`src/rtl/sysreg_pkg.sv`:
```
package sysreg_pkg;

  // Word offsets (byte addresses) that software decodes
  localparam logic [11:0] OFS_ID       = 12'h000;
  localparam logic [11:0] OFS_LED      = 12'h008;
  localparam logic [11:0] OFS_FLAG_SET = 12'h030;
  localparam logic [11:0] OFS_FLAG_CLR = 12'h034;
  localparam logic [11:0] OFS_CARD     = 12'h048;
  localparam logic [11:0] OFS_FLASH    = 12'h04C;
  localparam logic [11:0] OFS_MISC     = 12'h060;

  typedef enum logic [2:0] {
    SEL_NONE,
    SEL_ID,
    SEL_LED,
    SEL_FLAGS,
    SEL_CARD,
    SEL_FLASH,
    SEL_MISC
  } rdSel_e;

  typedef struct packed {
    logic   ledWr;
    logic   flagSet;
    logic   flagClr;
    logic   flashWr;
    rdSel_e rdSel;
  } busStrobe_t;

endpackage

```
`src/rtl/sysreg_sync.sv`:
```
module sysreg_sync #(
  parameter int WIDTH  = 1,
  parameter int STAGES = 2
) (
  input  logic             clk,
  input  logic             rstN,
  input  logic [WIDTH-1:0] asyncIn,
  output logic [WIDTH-1:0] syncOut
);

  logic [WIDTH-1:0] chain [STAGES];

  always_ff @(posedge clk or negedge rstN) begin
    if (!rstN) chain[0] <= '0;
    else       chain[0] <= asyncIn;
  end

  for (genvar s = 1; s < STAGES; s++) begin : gStage
    always_ff @(posedge clk or negedge rstN) begin
      if (!rstN) chain[s] <= '0;
      else       chain[s] <= chain[s-1];
    end
  end

  assign syncOut = chain[STAGES-1];

endmodule

```
`src/rtl/sysreg_ctrl.sv`:
```
module sysreg_ctrl
  import sysreg_pkg::*;
#(
  parameter int ADDR_W = 12
) (
  input  logic [ADDR_W-1:0] busAddr,
  input  logic              busWe,
  output busStrobe_t        strobe
);

  localparam logic [ADDR_W-1:0] A_ID    = ADDR_W'(OFS_ID);
  localparam logic [ADDR_W-1:0] A_LED   = ADDR_W'(OFS_LED);
  localparam logic [ADDR_W-1:0] A_FSET  = ADDR_W'(OFS_FLAG_SET);
  localparam logic [ADDR_W-1:0] A_FCLR  = ADDR_W'(OFS_FLAG_CLR);
  localparam logic [ADDR_W-1:0] A_CARD  = ADDR_W'(OFS_CARD);
  localparam logic [ADDR_W-1:0] A_FLASH = ADDR_W'(OFS_FLASH);
  localparam logic [ADDR_W-1:0] A_MISC  = ADDR_W'(OFS_MISC);

  rdSel_e sel;

  always_comb begin
    case (busAddr)
      A_ID:    sel = SEL_ID;
      A_LED:   sel = SEL_LED;
      A_FSET:  sel = SEL_FLAGS;
      A_CARD:  sel = SEL_CARD;
      A_FLASH: sel = SEL_FLASH;
      A_MISC:  sel = SEL_MISC;
      default: sel = SEL_NONE;   // includes clear port: reads zero
    endcase
  end

  always_comb begin
    strobe.rdSel   = sel;
    strobe.ledWr   = busWe && (busAddr == A_LED);
    strobe.flagSet = busWe && (busAddr == A_FSET);
    strobe.flagClr = busWe && (busAddr == A_FCLR);
    strobe.flashWr = busWe && (busAddr == A_FLASH);
  end

endmodule

```
`src/rtl/sysreg_datapath.sv`:
```
module sysreg_datapath
  import sysreg_pkg::*;
#(
  parameter int          DATA_W      = 32,
  parameter int          LED_W       = 8,
  parameter int          BOARD_W     = 12,
  parameter int          SYNC_STAGES = 2,
  parameter logic [15:0] ID_LOW      = 16'h0100
) (
  input  logic               clk,
  input  logic               rstN,
  input  busStrobe_t         strobe,
  input  logic [DATA_W-1:0]  wrData,
  output logic [DATA_W-1:0]  rdData,
  input  logic [BOARD_W-1:0] boardNumIn,
  input  logic               cardPresentIn,
  input  logic               cardWpIn,
  input  logic               masterSiteIn,
  output logic [LED_W-1:0]   ledOut,
  output logic               flashWpN
);

  localparam int BOARD_LSB  = 16;
  localparam int MASTER_BIT = 14;
  localparam int PIN_W      = BOARD_W + 3;

  logic [LED_W-1:0]  ledReg;
  logic [DATA_W-1:0] flagReg;
  logic              flashReg;
  logic [PIN_W-1:0]  pinsSync;
  logic [BOARD_W-1:0] boardSync;
  logic [1:0]        cardSync;
  logic              masterSync;

  sysreg_sync #(.WIDTH(PIN_W), .STAGES(SYNC_STAGES)) uSync (
    .clk     (clk),
    .rstN    (rstN),
    .asyncIn ({boardNumIn, masterSiteIn, cardWpIn, cardPresentIn}),
    .syncOut (pinsSync)
  );

  assign {boardSync, masterSync, cardSync} = pinsSync;

  always_ff @(posedge clk or negedge rstN) begin
    if (!rstN) begin
      ledReg   <= '0;
      flashReg <= 1'b0;
    end else begin
      if (strobe.ledWr)   ledReg   <= wrData[LED_W-1:0];
      if (strobe.flashWr) flashReg <= wrData[0];
    end
  end

  always_ff @(posedge clk or negedge rstN) begin
    if (!rstN)               flagReg <= '0;
    else if (strobe.flagSet) flagReg <= flagReg | wrData;
    else if (strobe.flagClr) flagReg <= flagReg & ~wrData;
  end

  always_comb begin
    rdData = '0;
    case (strobe.rdSel)
      SEL_ID: begin
        rdData[15:0] = ID_LOW;
        rdData[BOARD_LSB +: BOARD_W] = boardSync;
      end
      SEL_LED:   rdData[LED_W-1:0] = ledReg;
      SEL_FLAGS: rdData = flagReg;
      SEL_CARD:  rdData[1:0] = cardSync;
      SEL_FLASH: rdData[0] = flashReg;
      SEL_MISC:  rdData[MASTER_BIT] = masterSync;
      default:   rdData = '0;
    endcase
  end

  assign ledOut   = ledReg;
  assign flashWpN = flashReg;

endmodule

```
`src/rtl/sysreg_bank.sv`:
```
module sysreg_bank
  import sysreg_pkg::*;
#(
  parameter int          ADDR_W      = 12,
  parameter int          DATA_W      = 32,
  parameter int          LED_W       = 8,
  parameter int          BOARD_W     = 12,
  parameter int          SYNC_STAGES = 2,
  parameter logic [15:0] ID_LOW      = 16'h0100
) (
  input  logic               clk,
  input  logic               rstN,
  input  logic [ADDR_W-1:0]  busAddr,
  input  logic               busWe,
  input  logic [DATA_W-1:0]  busWrData,
  output logic [DATA_W-1:0]  busRdData,
  input  logic [BOARD_W-1:0] boardNumIn,
  input  logic               cardPresentIn,
  input  logic               cardWpIn,
  input  logic               masterSiteIn,
  output logic [LED_W-1:0]   ledOut,
  output logic               flashWpN
);

  busStrobe_t strobe;

  sysreg_ctrl #(.ADDR_W(ADDR_W)) uCtrl (
    .busAddr (busAddr),
    .busWe   (busWe),
    .strobe  (strobe)
  );

  sysreg_datapath #(
    .DATA_W      (DATA_W),
    .LED_W       (LED_W),
    .BOARD_W     (BOARD_W),
    .SYNC_STAGES (SYNC_STAGES),
    .ID_LOW      (ID_LOW)
  ) uDp (
    .clk           (clk),
    .rstN          (rstN),
    .strobe        (strobe),
    .wrData        (busWrData),
    .rdData        (busRdData),
    .boardNumIn    (boardNumIn),
    .cardPresentIn (cardPresentIn),
    .cardWpIn      (cardWpIn),
    .masterSiteIn  (masterSiteIn),
    .ledOut        (ledOut),
    .flashWpN      (flashWpN)
  );

endmodule

```
`config.mk`:
```
export PLATFORM = sky130hd
export DESIGN_NAME = sysreg_bank
export DESIGN_NICKNAME = d
export VERILOG_FILES = /design/src/rtl/sysreg_pkg.sv /design/src/rtl/sysreg_sync.sv /design/src/rtl/sysreg_ctrl.sv /design/src/rtl/sysreg_datapath.sv /design/src/rtl/sysreg_bank.sv
export SDC_FILE = /design/constraint.sdc
export NUM_CORES = 1
export LEC_CHECK = 0
export CORE_ASPECT_RATIO = 0.5
export CORE_MARGIN = 2
export CORE_UTILIZATION = 40
export DETAILED_ROUTE_END_ITERATION = 7
export PLACE_DENSITY_LB_ADDON = 0.12
export SLEW_MARGIN = 25
export SYNTH_ARGS = -nofsm -noshare
export SYNTH_HDL_FRONTEND = slang
export SYNTH_SLANG_ARGS = --single-unit
```
`constraint.sdc`:
```
create_clock -name clk -period 2.28 [get_ports clk]
set_clock_uncertainty 0.15 [all_clocks]
set_input_delay 0.456 -clock clk [delete_from_list [all_inputs] [get_ports clk]]
set_output_delay 0.456 -clock clk [all_outputs]
set_load 0.03 [all_outputs]
```
==> out/metrics.csv <==
stage;metric;value;unit
synth;FFs w/ async S/R, synth;1.000;
floorplanning;DIE AREA;8861;um2
sta;Slew @ Worst Pin;0.4048;ns
sta;Max Slew Vio Count;0;
setup_path;most used cell, CP;buf_6;
setup_path;Crit Path Class;primary input to output pin;
outcome;outcome;finished, violations left;
cts;Root Buffer;clkbuf_16;
sta;final setup margin;-0.2991;ns
cts;CTS tree;done;
drt;WL final;9575;um
pwr;sequential power share;0.426;
final_layout;synth-to-layout area growth;67.11;%
final_layout;post-route cell area;5403;um2
setup_path;CP arrival;1.97;ns
synth;Distinct cells, synth;32;
synth;Top FF cell, synth;dfrtp_1;
floorplanning;Initial Utilization;0.4085;
job;max_cap viols;0;
sta;f_max;387.7;MHz
sta;Post-Route Setup TNS;-8.467;ns
synth;count leader, synth;dfrtp_1;
synth;flop and latch count out of synthesis;71;
synth;Post-Synthesis Cells;294;
sta;final hold violations;0;
setup_path;worst r2r dst;uDp.ledOut[2];
worst_hold_path;HP Start;uDp.uSync.chain[28];
sta;Final Setup Violations;32;
drt;routed len/inst;17.76;um
floorplanning;row cnt;23;
grt;pin count of the biggest net entering global routing;41;
grt;GRT overflow;0;
cts;clk buf depth;2;
setup_path;Worst Setup SP;busAddr[11];
synth;synthesized area;3233;um2
pwr;P_int;2.397;mW
setup_path;peak fanout along the critical path;5;
worst_hold_path;hold path depth;0;
drt;vias per cell;5.263;
drt;First-pass DRT Iterations;4;
floorplanning;Boundary Pins;103;
floorplanning;Die X;131.1;um
final_layout;Ant. Diodes;0;
setup_path;reg2reg path depth;1;
setup_path;max incr delay on CP;0.59;ns
sta;unrepaired setup endpoints after global routing;yes;
setup_path;CP max stage cell;or4_4;
synth;synthesized area per cell;11.00;um2
cts;clock latency on the worst-skew pair;0.33;ns
place;RePlAce Congestion;0.7885;
place;placed cell area;4692;um2
drt;via count;2837;
synth;Ys Warns;0;
setup_path;reg2reg setup slack;1.33;ns
outcome;failing checks;negative setup slack;
sta;Final period util;1.131;
setup_path;critical path cell sequence;buf_6 -> or4_4 -> nor3_4 -> buf_6 -> buf_12 -> a221o_2 -> buf_6;
grt;initial antenna violation count;0;
worst_hold_path;Hold Path Class;register to register;
pwr;Power Density;566.4;nW/um2
sta;Tmin final;2.579;ns
place;HPWL Detailed;6211;um
grt;vias in the first global route;2999;
pwr;Net Sw Frac;0.2167;
pwr;Switch Pwr;0.6631;mW
synth;largest area contributor in the netlist;dfrtp_1;
place;# port buffers;102;
synth;top post-synthesis cells by area;dfrtp_1, o41ai_1, nand2b_1, a22o_1, o21ai_1;
cts;H-Tree Depth;3;
synth;Synth top area share;0.5495;
synth;sequential area share after synthesis;0.5495;
pwr;Peak VDD IR;0.3477;mV
synth;Synth Net Count;356;
cts;clock slew at reported path FFs;0.06;ns
cts;TritonCTS buffer count;9;
synth;top post-synthesis cells by count;dfrtp_1, inv_1, nand2b_1;
grt;Global Route Usage Sum;0.2270;
floorplanning;Core ar.;7914;um2
final_layout;fin nets;484;
grt;first-pass GRT wire length;15190;um
setup_path;capture point of the critical path;busRdData[0];
drt;Post-DRT Antenna Nets;0;
floorplanning;die height;67.57;um
setup_path;CP Launch Type;primary input;
drt;initial DRC count;184;
final_layout;fraction of layout cells with a size suffix above 1;0.3560;
final_layout;Final Util;0.6827;
synth;Post-synth EDFFs;0;
setup_path;worst path required time;1.67;ns
cts;CTS Sinks;71;
sta;Max transition margin;0.7301;
place;pre-CTS WS;-0.6888;ns
setup_path;worst r2r src;uDp.ledOut[2];
drt;Post-route DRC;0;
pwr;clock power share;0.488;
pwr;Lkg Pwr;2.549;nW
setup_path;element type at the critical path end;output pin;
pwr;Comb power frac;0.086;
-- logic make-up after synthesis --
group | synth area share
AO/OA/AOI/OAI | 0.1978
flip-flops | 0.5495
buffers and inverters | 0.08011
multiplexers | 0.03444
AND/OR/NAND/NOR | 0.1382
-- layer usage --
layer  wire length (um)  track usage  part of all wire
met3                477      0.05781             0.050
met1               4108       0.2721              0.43
met2               4881       0.4132              0.51
met5                  0            0                 0
met4                109      0.07473             0.011
-- placed cells by master (no fill, tap or decap), types with 4 or more instances in the layout --
cell type and instances:
dfrtp_1 71, clkdlybuf4s50_1 57, buf_6 42, inv_1 36, nand2b_1 33, o41ai_1 32, o21ai_1 30, buf_4 23
a22o_4 19, and2_4 10, mux2_2 9, clkbuf_16 9, buf_12 9, or4_4 4, buf_16 4
-- cell type report --
class / count / area [um2]
fillers: 585 / 2511
flip-flops and latches: 71 / 1777
repair buffers: 142 / 1562
multi-input cells: 162 / 1474
clock buffers: 11 / 232.7
well taps: 112 / 140.1
inverters: 36 / 135.1
clock inverters: 5 / 82.58
-- through the flow --
stage                     cells  total power, mW  hold slack, ns
after CTS                   538            3.082          0.1973
after global routing        539            3.167          0.2028
after detailed placement    510            1.579          0.1855
final                       539            3.060          0.1946
after global placement      510            1.571          0.1822
after floorplan             294            1.396         0.01041
-- power by group through the flow --
| stage | sequential, mW | clock (mW) | combinational, mW |
|---|---|---|---|
| after CTS | 1.30 | 1.52 | 0.256 |
| after global placement | 1.32 | 0 | 0.247 |
| after detailed placement | 1.33 | 0 | 0.254 |
| final | 1.30 | 1.49 | 0.264 |
| after global routing | 1.31 | 1.57 | 0.288 |
| after floorplan | 1.32 | 0 | 0.0732 |
-- critical path, delay by kind of cell --
| family | cells | cell delay (ns) |
|---|---|---|
| buffers and inverters | 4 | 0.52 |
| and+or+nand+nor | 2 | 0.82 |
| AOI/OAI and AO/OA | 1 | 0.18 |
-- worst min path at each step --
stage | end | slack (ns)
global placement | uDp.uSync.syncOut[1] | 0.18
floorplan | asynchronous set/reset pin | 0.01
finish | uDp.uSync.syncOut[13] | 0.19
detailed placement | uDp.uSync.syncOut[1] | 0.19
global route | uDp.uSync.syncOut[6] | 0.20
CTS | uDp.uSync.syncOut[1] | 0.20
-- what timing repair did --
item / CTS / global route
pin swaps: 17 / 8
cloned: 4 / 0
hold buffers: 1 / 0
resized for setup: 90 / 16
endpoints found under the setup margin: 73 / 32
hold endpoints to repair: 31 / 0
buffers inserted: 7 / 2
Power figures use the tool's default switching activity.
